### config.mk
export PLATFORM = sky130hd
export DESIGN_NAME = ts_wrap_rebuild
export DESIGN_NICKNAME = d
export VERILOG_FILES = /design/src/rtl/ts_rebuild_pkg.sv /design/src/rtl/ts_splice_unit.sv /design/src/rtl/egr_ts_holder.sv /design/src/rtl/ts_wrap_rebuild.sv
export SDC_FILE = /design/constraint.sdc
export NUM_CORES = 1
export LEC_CHECK = 0
export BUFFER_PORTS_ARGS = -buffer_cell sky130_fd_sc_hd__buf_2
export CELL_PAD_IN_SITES_DETAIL_PLACEMENT = 1
export CELL_PAD_IN_SITES_GLOBAL_PLACEMENT = 1
export CORE_AREA = 4 4 125 127
export CTS_BUF_LIST = sky130_fd_sc_hd__clkbuf_4
export DETAILED_ROUTE_END_ITERATION = 16
export DIE_AREA = 0 0 129 131
export GPL_TIMING_DRIVEN = 0
export PLACE_DENSITY_LB_ADDON = 0.1
export SYNTH_ARGS = -nofsm -noshare
export SYNTH_HDL_FRONTEND = slang
export SYNTH_SLANG_ARGS = --single-unit
### constraint.sdc
create_clock -name clk -period 5.5 [get_ports clk]
set_input_delay 1.1 -clock clk [delete_from_list [all_inputs] [get_ports clk]]
set_output_delay 1.1 -clock clk [all_outputs]
set_load 0.03 [all_outputs]
### src/rtl/ts_rebuild_pkg.sv
package ts_rebuild_pkg;
  // Width of the packed egress word for a given capture width.
  function automatic int egr_word_width(input int ts_bits);
    return (ts_bits <= 24) ? 32 : 64;
  endfunction
endpackage

### src/rtl/ts_splice_unit.sv
module ts_splice_unit #(
  parameter int TS_W   = 24,
  parameter int TIME_W = 64
) (
  input  logic              clk,
  input  logic              rst,
  input  logic              req_valid,
  input  logic [TS_W-1:0]   req_partial,
  input  logic [TIME_W-1:0] req_now,
  output logic              res_valid,
  output logic [TIME_W-1:0] res_time
);
  localparam logic [TIME_W-1:0] WRAP_SPAN = {{(TIME_W-1){1'b0}}, 1'b1} << TS_W;

  logic [TS_W-1:0]   now_low;
  logic [TIME_W-1:0] spliced;
  logic              rolled;
  logic [TIME_W-1:0] rebuilt;

  always_comb begin
    now_low = req_now[TS_W-1:0];
    spliced = {req_now[TIME_W-1:TS_W], req_partial};
    rolled  = (now_low <= req_partial);
    rebuilt = rolled ? (spliced - WRAP_SPAN) : spliced;
  end

  always_ff @(posedge clk) begin
    if (rst) begin
      res_valid <= 1'b0;
      res_time  <= '0;
    end else begin
      res_valid <= req_valid;
      if (req_valid) res_time <= rebuilt;
    end
  end


  valid_follow_chk: assert property (@(posedge clk) disable iff (rst)
    (req_valid && !$past(rst)) |=> res_valid);

  hold_when_idle_chk: assert property (@(posedge clk) disable iff (rst)
    (!req_valid && res_valid == res_valid) |=> $stable(res_time));

  low_field_chk: assert property (@(posedge clk) disable iff (rst)
    req_valid |=> (res_time[TS_W-1:0] == $past(req_partial)));

  not_after_now_chk: assert property (@(posedge clk) disable iff (rst)
    (req_valid && req_now >= WRAP_SPAN) |=> (res_time < $past(req_now)));
endmodule

### src/rtl/egr_ts_holder.sv
module egr_ts_holder #(
  parameter int TS_W   = 24,
  parameter int WORD_W = 32
) (
  input  logic              clk,
  input  logic              rst,
  input  logic              wr_en,
  input  logic [TS_W-1:0]   wr_ts,
  input  logic              rd_en,
  output logic              rd_valid,
  output logic [WORD_W-1:0] rd_word,
  output logic              pending
);
  localparam int PAD_W = WORD_W - TS_W - 1;

  logic [TS_W-1:0]   held_ts;
  logic [WORD_W-1:0] packed_word;

  generate
    if (PAD_W > 0) begin : g_pad
      always_comb packed_word = {held_ts, {PAD_W{1'b0}}, pending};
    end else begin : g_nopad
      always_comb packed_word = {held_ts, pending};
    end
  endgenerate

  always_ff @(posedge clk) begin
    if (rst) begin
      held_ts  <= '0;
      pending  <= 1'b0;
      rd_valid <= 1'b0;
      rd_word  <= '0;
    end else begin
      rd_valid <= rd_en;
      if (rd_en) rd_word <= packed_word;
      if (wr_en) begin
        held_ts <= wr_ts;
        pending <= 1'b1;
      end else if (rd_en) begin
        pending <= 1'b0;
      end
    end
  end


  flag_raise_chk: assert property (@(posedge clk) disable iff (rst)
    wr_en |=> pending);

  flag_clear_chk: assert property (@(posedge clk) disable iff (rst)
    (rd_en && !wr_en) |=> !pending);

  read_strobe_chk: assert property (@(posedge clk) disable iff (rst)
    (rd_en && !$past(rst)) |=> rd_valid);

  read_flag_bit_chk: assert property (@(posedge clk) disable iff (rst)
    (rd_en && !$past(rst)) |=> (rd_word[0] == $past(pending)));
endmodule

### src/rtl/ts_wrap_rebuild.sv
module ts_wrap_rebuild #(
  parameter int TS_W   = 24,
  parameter int TIME_W = 64,
  parameter int WORD_W = ts_rebuild_pkg::egr_word_width(TS_W)
) (
  input  logic              clk,
  input  logic              rst,
  input  logic              in_valid,
  input  logic [TS_W-1:0]   in_partial,
  input  logic [TIME_W-1:0] in_now,
  output logic              out_valid,
  output logic [TIME_W-1:0] out_time,
  input  logic              egr_wr,
  input  logic [TS_W-1:0]   egr_ts,
  input  logic              egr_rd,
  output logic              egr_rd_valid,
  output logic [WORD_W-1:0] egr_rd_word,
  output logic              egr_pending
);
  ts_splice_unit #(.TS_W(TS_W), .TIME_W(TIME_W)) u_splice (
    .clk(clk), .rst(rst),
    .req_valid(in_valid), .req_partial(in_partial), .req_now(in_now),
    .res_valid(out_valid), .res_time(out_time)
  );

  egr_ts_holder #(.TS_W(TS_W), .WORD_W(WORD_W)) u_hold (
    .clk(clk), .rst(rst),
    .wr_en(egr_wr), .wr_ts(egr_ts), .rd_en(egr_rd),
    .rd_valid(egr_rd_valid), .rd_word(egr_rd_word), .pending(egr_pending)
  );
endmodule

==> results of run 1 <==
-- path summary, 6_finish.rpt --
kind,from,end,depth (start not counted)
worst min-delay path,u_splice.res_time[47],u_splice.res_time[47],2
worst max register to register,u_splice.res_time[52],u_splice.res_time[52],2
worst max-delay path,in_partial[23],u_splice.res_time[26],12
worst min register to register,u_splice.res_time[47],u_splice.res_time[47],2
-- cells in the mapped netlist (all sizes together), types with 2 or more instances --
| cell type | count |
|---|---|
| nand3 | 4 |
| o21ai | 20 |
| a2111oi | 2 |
| or4b | 2 |
| nor2 | 113 |
| ha | 25 |
| a21oi | 11 |
| nor3b | 9 |
| a311oi | 29 |
| mux2i | 73 |
| clkbuf | 39 |
| a21o | 3 |
| nor3 | 14 |
| nand4 | 4 |
| dfxtp | 116 |
| nand4b | 3 |
| buf | 13 |
| o41ai | 3 |
| o21bai | 8 |
| nor2b | 13 |
| or2 | 6 |
| nor4 | 8 |
| o31ai | 16 |
| or4 | 23 |
| nand3b | 2 |
| nand2 | 24 |
| inv | 28 |
| or3 | 22 |
-- registers in the layout, summed over array words and instances, names as in the netlist --
name,count
u_hold.pending,1
u_hold.rd_valid,1
u_splice.res_valid,1
u_hold.held_ts,24
u_splice.res_time,64
u_hold.rd_word,25
-- stage by stage --
step | setup slack (ns) | util
after detailed placement | 0.6552 | 0.4843
after CTS | 1.241 | 0.5036
after global routing | 0.9809 | 0.5036
after floorplan | 1.879 | -
after global placement | 0.7374 | 0.4843
final | 1.140 | 0.5036
-- final cells by class --
| type | count | share of cell area |
|---|---|---|
| plain buffers | 52 | 0.03221 |
| clock buffers | 19 | 0.01963 |
| clock inverters | 13 | 0.01877 |
| inverters | 28 | 0.01447 |
| multi-input cells | 453 | 0.4230 |
| flip-flops and latches | 116 | 0.3197 |
| well taps | 184 | 0.03169 |
| repair buffers | 204 | 0.1405 |
-- power by group --
group,internal (W),switching (W)
clock network,0.000277,0.000351
logic,0.000142,0.000275
registers,0.000889,0.0000259
-- cells by family after synthesis --
group	count (synthesis)	share of synthesized area
xor gates and xnor gates	1	0.001534
adders and majority gates	25	0.05476
muxes	73	0.1279
DFF	116	0.4066
AOI/OAI and AO/OA	98	0.1229
buffers and inverters	80	0.05936
other	1	0.0006565
and+or+nand+nor	249	0.2263
-- routing by layer --
layer	global-route usage	vias to the layer above	part of all wire
met4	0.07783	4	0.018
met1	0.2895	2754	0.43
met5	0	-	0.0013
met3	0.07317	32	0.074
met2	0.3930	195	0.48
li1	-	2759	-
-- worst reg2reg max path, stage by stage, from the launching register on --
cell and delay [ns]:
dfxtp_1 0.38, nor2_1 0.05, a2111oi_0 0.32
==> results.py, run 1 <==
metrics = {
    "setup_path": {
        "worst_ep_arrival_time_ns": 4.81,
        "cp_max_fo": 10,
        "path_buf_inv": 4,
        "setup.worst_path.end_class": "flip-flop",
        "path_cells": "buf_2, inv_1, ha_1, nand4_1, or3_1, nor4_1, o31ai_1, a22oi_1, clkbuf_1, buf_2, o21ai_0, a311oi_1",
        "cp_top_family": "compound AO/OA/AOI/OAI gates",
        "path_class": "in -> reg",
        "critical_path.slowest_cell": "a22oi_1",
        "rrSetupSlack_ns": 4.65,
        "worst_path_largest_cell_delay_ns": 0.82,
        "cp.required_ns": 5.95,
        "worst_setup_path_start_kind": "input pin",
        "cp_common_cell": "buf_2",
    },
    "outcome": {
        "status": "finished clean",
    },
    "floorplan": {
        "floorplan.initialDensity": 0.3960,
        "ios": 216,
        "coreArea_um2": 14420,
        "die_w_um": 129,
        "die-area_um2": 16900,
        "rows": 44,
        "die_h_um": 131,
    },
    "sta": {
        "skew_ns": 0.01164,
        "fin_tns_setup_ns": 0,
        "worst_pin_slew_ns": 1.045,
        "maxSlewViolCount": 0,
        "fmaxAchievable_mhz": 229.4,
        "hold_viol_final": 0,
        "fin_hold_ws_ns": 0.4933,
        "relSlewSlack": 0.3032,
        "finalCritPeriodShare": 0.7927,
        "setup_viol": 0,
        "grt_setup_unrepaired": "no",
        "finalCriticalPeriod_ns": 4.360,
    },
    "synthesis": {
        "synth-edff-count": 0,
        "ys_top_cells_by_area": "dfxtp_1 (41%), mux2i_1 (13%), nor2_1 (7.4%)",
        "yosysUniqueCellTypes": 48,
        "synth_area_um2": 5712,
        "netlist_instances": 643,
        "ys_ff_latch": 116,
        "synth_top_area_share": 0.4066,
        "synth_flop_cell": "dfxtp_1",
        "synth_area_per_cell_um2": 8.883,
        "ys_warn_count": 0,
        "synth-async-reset-ratio": 0,
        "synth_area_leader_cell": "dfxtp_1",
        "ys_seq_area_frac": 0.4066,
    },
    "clocking": {
        "clk_path_buf_depth": 2,
        "root_buffer": "clkbuf_4",
        "post-cts-setup-buffer-count": 0,
        "clkSinkCount": 116,
        "postCtsHoldBufs": 0,
        "ctsResizeCount": 0,
        "cts_tree": "done",
        "clk_latency_ns": 0.54,
        "htreeDepth": 4,
        "cts_buffers": 17,
        "clk_pin_slew_ns": 0.11,
    },
    "global_route": {
        "globalRouteOverflowTotal": 0,
        "grt_pass1_vias": 6023,
        "track_usage": 0.2353,
        "antenna_found_initial": 2,
        "grt_pass1_wl_mm": 30.94,
        "grt_max_degree": 17,
    },
    "cells_and_area": {
        "fin_area_um2": 7264,
        "final_cells": 1069,
        "syn_to_final_growth_pct": 27.19,
        "nFillCells": 1801,
        "layout_commonest_cell": "buf_2",
        "regArea_um2": 2322,
        "antenna_cells": 0,
        "final_nets": 1014,
        "final_cell_mix": "buf_2 (208), dfxtp_1 (116), nor2_1 (113)",
        "drive_gt1_frac": 0.2949,
        "multi_input_area_um2": 3073,
    },
    "routing": {
        "post-route-drc-count": 0,
        "drt_wl_total_mm": 20.04,
        "vias": 5744,
        "ant_nets": 0,
        "first_iter_violations": 254,
        "vias_per_cell": 5.373,
        "wl_per_cell_um": 18.74,
        "first_pass_iters": 4,
    },
    "placed_design": {
        "placed_area_um2": 6985,
        "gp_congestion": 0.8531,
        "post-place-cells": 1037,
        "dp_hpwl_mm": 15.48,
        "placement.io_buffers": 204,
    },
    "hold_path": {
        "hold_class": "reg -> reg",
    },
    "power_and_ir_drop": {
        "peakVddDrop_mv": 0.1096,
        "finalPower_w": 0.001961,
        "p_leak_nw": 3.437,
        "p_per_area_nw_per_um2": 270.0,
    },
    "job": {
        "maxCapViolations": 0,
    },
}
Note: power is estimated with default switching activity, not from simulation.
==> run 2: changes to the inputs <==
--- a/config.mk
+++ b/config.mk
@@ -8,10 +8,10 @@
 export BUFFER_PORTS_ARGS = -buffer_cell sky130_fd_sc_hd__buf_2
 export CELL_PAD_IN_SITES_DETAIL_PLACEMENT = 1
 export CELL_PAD_IN_SITES_GLOBAL_PLACEMENT = 1
-export CORE_AREA = 4 4 125 127
+export CORE_AREA = 4 4 137 139
 export CTS_BUF_LIST = sky130_fd_sc_hd__clkbuf_4
 export DETAILED_ROUTE_END_ITERATION = 16
-export DIE_AREA = 0 0 129 131
+export DIE_AREA = 0 0 141 143
 export GPL_TIMING_DRIVEN = 0
 export PLACE_DENSITY_LB_ADDON = 0.1
 export SYNTH_ARGS = -nofsm -noshare
==> constraint.sdc (replaced) <==
create_clock -name clk -period 3.73 [get_ports clk]
set_input_delay 0.746 -clock clk [delete_from_list [all_inputs] [get_ports clk]]
set_output_delay 0.746 -clock clk [all_outputs]
set_load 0.03 [all_outputs]
==> results.py, run 2 (same netlist as run 1, synthesis figures left out) <==
metrics = {
    "outcome": {
        "status": "finished clean",
    },
    "clocking": {
        "clk_path_buf_depth": 2,
        "cts_buffers": 17,
        "postCtsHoldBufs": 0,
        "clk_latency_ns": 0.54,
        "clkSinkCount": 116,
        "cts_tree": "done",
        "root_buffer": "clkbuf_4",
        "clk_pin_slew_ns": 0.13,
        "htreeDepth": 4,
    },
    "cells_and_area": {
        "reg.largest.list": "u_splice.res_time (64), u_hold.rd_word (25), u_hold.held_ts (24)",
        "final_nets": 1016,
        "regMostFlops": "u_splice.res_time",
        "final_cell_mix": "buf_2 (208), dfxtp_1 (116), nor2_1 (113)",
        "layout_commonest_cell": "buf_2",
        "drive_gt1_frac": 0.3010,
        "largest_register_ffs": 64,
        "syn_to_final_growth_pct": 29.16,
        "multi_input_area_um2": 3078,
        "regArea_um2": 2322,
        "nFillCells": 2180,
    },
    "placed_design": {
        "placement.io_buffers": 204,
        "dp_hpwl_mm": 15.66,
        "gp_congestion": 0.8006,
        "post-place-ws_ns": -0.9386,
    },
    "power_and_ir_drop": {
        "switchingPower_w": 0.001051,
        "power.internal_w": 0.001956,
        "clkPwrFrac": 0.346,
        "p_per_area_nw_per_um2": 407.7,
        "combPwrFrac": 0.205,
        "p_leak_nw": 3.473,
        "p_seq_frac": 0.449,
        "sw_frac_of_total": 0.3495,
        "peakVddDrop_mv": 0.1691,
    },
    "routing": {
        "drt_wl_total_mm": 20.30,
        "vias": 5718,
        "vias_per_cell": 5.119,
        "wl_per_cell_um": 18.18,
        "first_pass_iters": 4,
        "first_iter_violations": 254,
        "post-route-drc-count": 0,
        "ant_nets": 0,
    },
    "sta": {
        "maxSlewViolCount": 0,
        "setup_viol": 0,
        "fin_tns_setup_ns": 0,
        "finalCritPeriodShare": 0.9346,
        "grt_setup_unrepaired": "no",
        "hold_viol_final": 0,
        "relSlewSlack": 0.4645,
        "setup_slack_ns": 0.2439,
        "worst_pin_slew_ns": 0.8032,
        "skew_ns": 0.009182,
        "fmaxAchievable_mhz": 286.9,
        "finalCriticalPeriod_ns": 3.486,
    },
    "floorplan": {
        "die-area_um2": 20160,
        "die_w_um": 141,
        "ios": 216,
        "rows": 49,
        "coreArea_um2": 17660,
        "floorplan.initialDensity": 0.3235,
        "die_h_um": 143,
    },
    "setup_path": {
        "path_buf_inv": 4,
        "ff2ff_path_depth": 2,
        "worst_path_largest_cell_delay_ns": 0.69,
        "cp_max_fo": 10,
        "cp_top_family": "simple AND/OR/NAND/NOR gates",
        "setup.worst_path.end_class": "flip-flop",
        "path_class": "in -> reg",
        "path_cells": "buf_2, inv_1, ha_1, nand4_1, or3_1, nor4_1, a22oi_2, buf_4, clkbuf_1, or4b_2, a311oi_1",
        "cp.required_ns": 4.17,
        "worst_ep_arrival_time_ns": 3.93,
        "critical_path.slowest_cell": "or4b_2",
        "worst_setup_path_start_kind": "input pin",
        "worst-path-stages": 11,
    },
    "hold_path": {
        "hold_class": "in -> reg",
        "holdPathStages": 3,
    },
    "global_route": {
        "track_usage": 0.2009,
        "globalRouteOverflowTotal": 0,
        "grt_max_degree": 17,
        "grt_pass1_vias": 5964,
        "grt_pass1_wl_mm": 31.96,
        "antenna_found_initial": 1,
    },
    "job": {
        "maxCapViolations": 0,
    },
}
[run 2: changes by cell type in the layout (fill, tap and decap cells not counted), moves of 2 or more]
cell,delta
buf_4,+2
clkbuf_4,-2
clkinv_1,-2
clkinv_2,-2
clkinv_4,-2
clkinvlp_4,-2
inv_6,+6
inv_8,+4
[run 2: path summary, 6_finish.rpt]
| path | startpoint | to | slack [ns] |
|---|---|---|---|
| max reg2reg | u_splice.res_time[50] | u_splice.res_time[50] | 2.82 |
| min | egr_ts[13] | u_hold.held_ts[13] | 0.44 |
| max | in_partial[23] | u_splice.res_time[51] | 0.24 |
| min reg2reg | u_splice.res_time[38] | u_splice.res_time[38] | 0.49 |
[run 2: repair_timing]
action / 4_1_cts / 5_1_grt
gates cloned: 0 / 0
gates resized for setup: 2 / 0
endpoints found under the setup margin: 21 / 6
pin swaps: 0 / 1
buffers inserted: 0 / 2
[run 2: layout make-up]
cell class | count | area share
Clock inverter | 15 | 0.02493
Tap cell | 229 | 0.03884
Buffer | 52 | 0.03189
Clock buffer | 17 | 0.01730
Antenna cell | 1 | 0.0003392
Multi-Input combinational cell | 453 | 0.4172
Inverter | 28 | 0.01425
Sequential cell | 116 | 0.3148
Timing Repair Buffer | 206 | 0.1404
[run 2: per-stage QoR]
stage	util	total power, W	std cells	cell area (µm²)	hold slack [ns]
final	0.4178	0.003008	1117	7377	0.4432
after global routing	0.4178	0.003174	1117	7377	0.3969
after CTS	0.4168	0.003045	1114	7360	0.3888
after detailed placement	0.3988	0.001995	1082	7042	0.4810
after global placement	0.3988	0.001977	1082	7042	0.4690
after floorplan	-	0.001742	649	5734	0.4601
[run 2: tightest hold or removal path, stage by stage]
cell	delay, ns
buf_2	0.08
mux2i_1	0.05
nor2_1	0.07
[run 2: layer usage]
layer | track usage | share of wire
met4 | 0.05711 | 0.013
met5 | 0 | 0
met1 | 0.2471 | 0.44
met2 | 0.3435 | 0.48
met3 | 0.05861 | 0.071
[run 2: power groups by stage]
| stage | sequential (W) | combinational [W] | clock (W) |
|---|---|---|---|
| 3_3_place_gp | 0.00137 | 0.000604 | 0 |
| 2_1_floorplan | 0.00148 | 0.000257 | 0 |
| 5_1_grt | 0.00136 | 0.000676 | 0.00114 |
| 6_report | 0.00135 | 0.000618 | 0.00104 |
| 4_1_cts | 0.00135 | 0.000621 | 0.00107 |
| 3_5_place_dp | 0.00138 | 0.000618 | 0 |
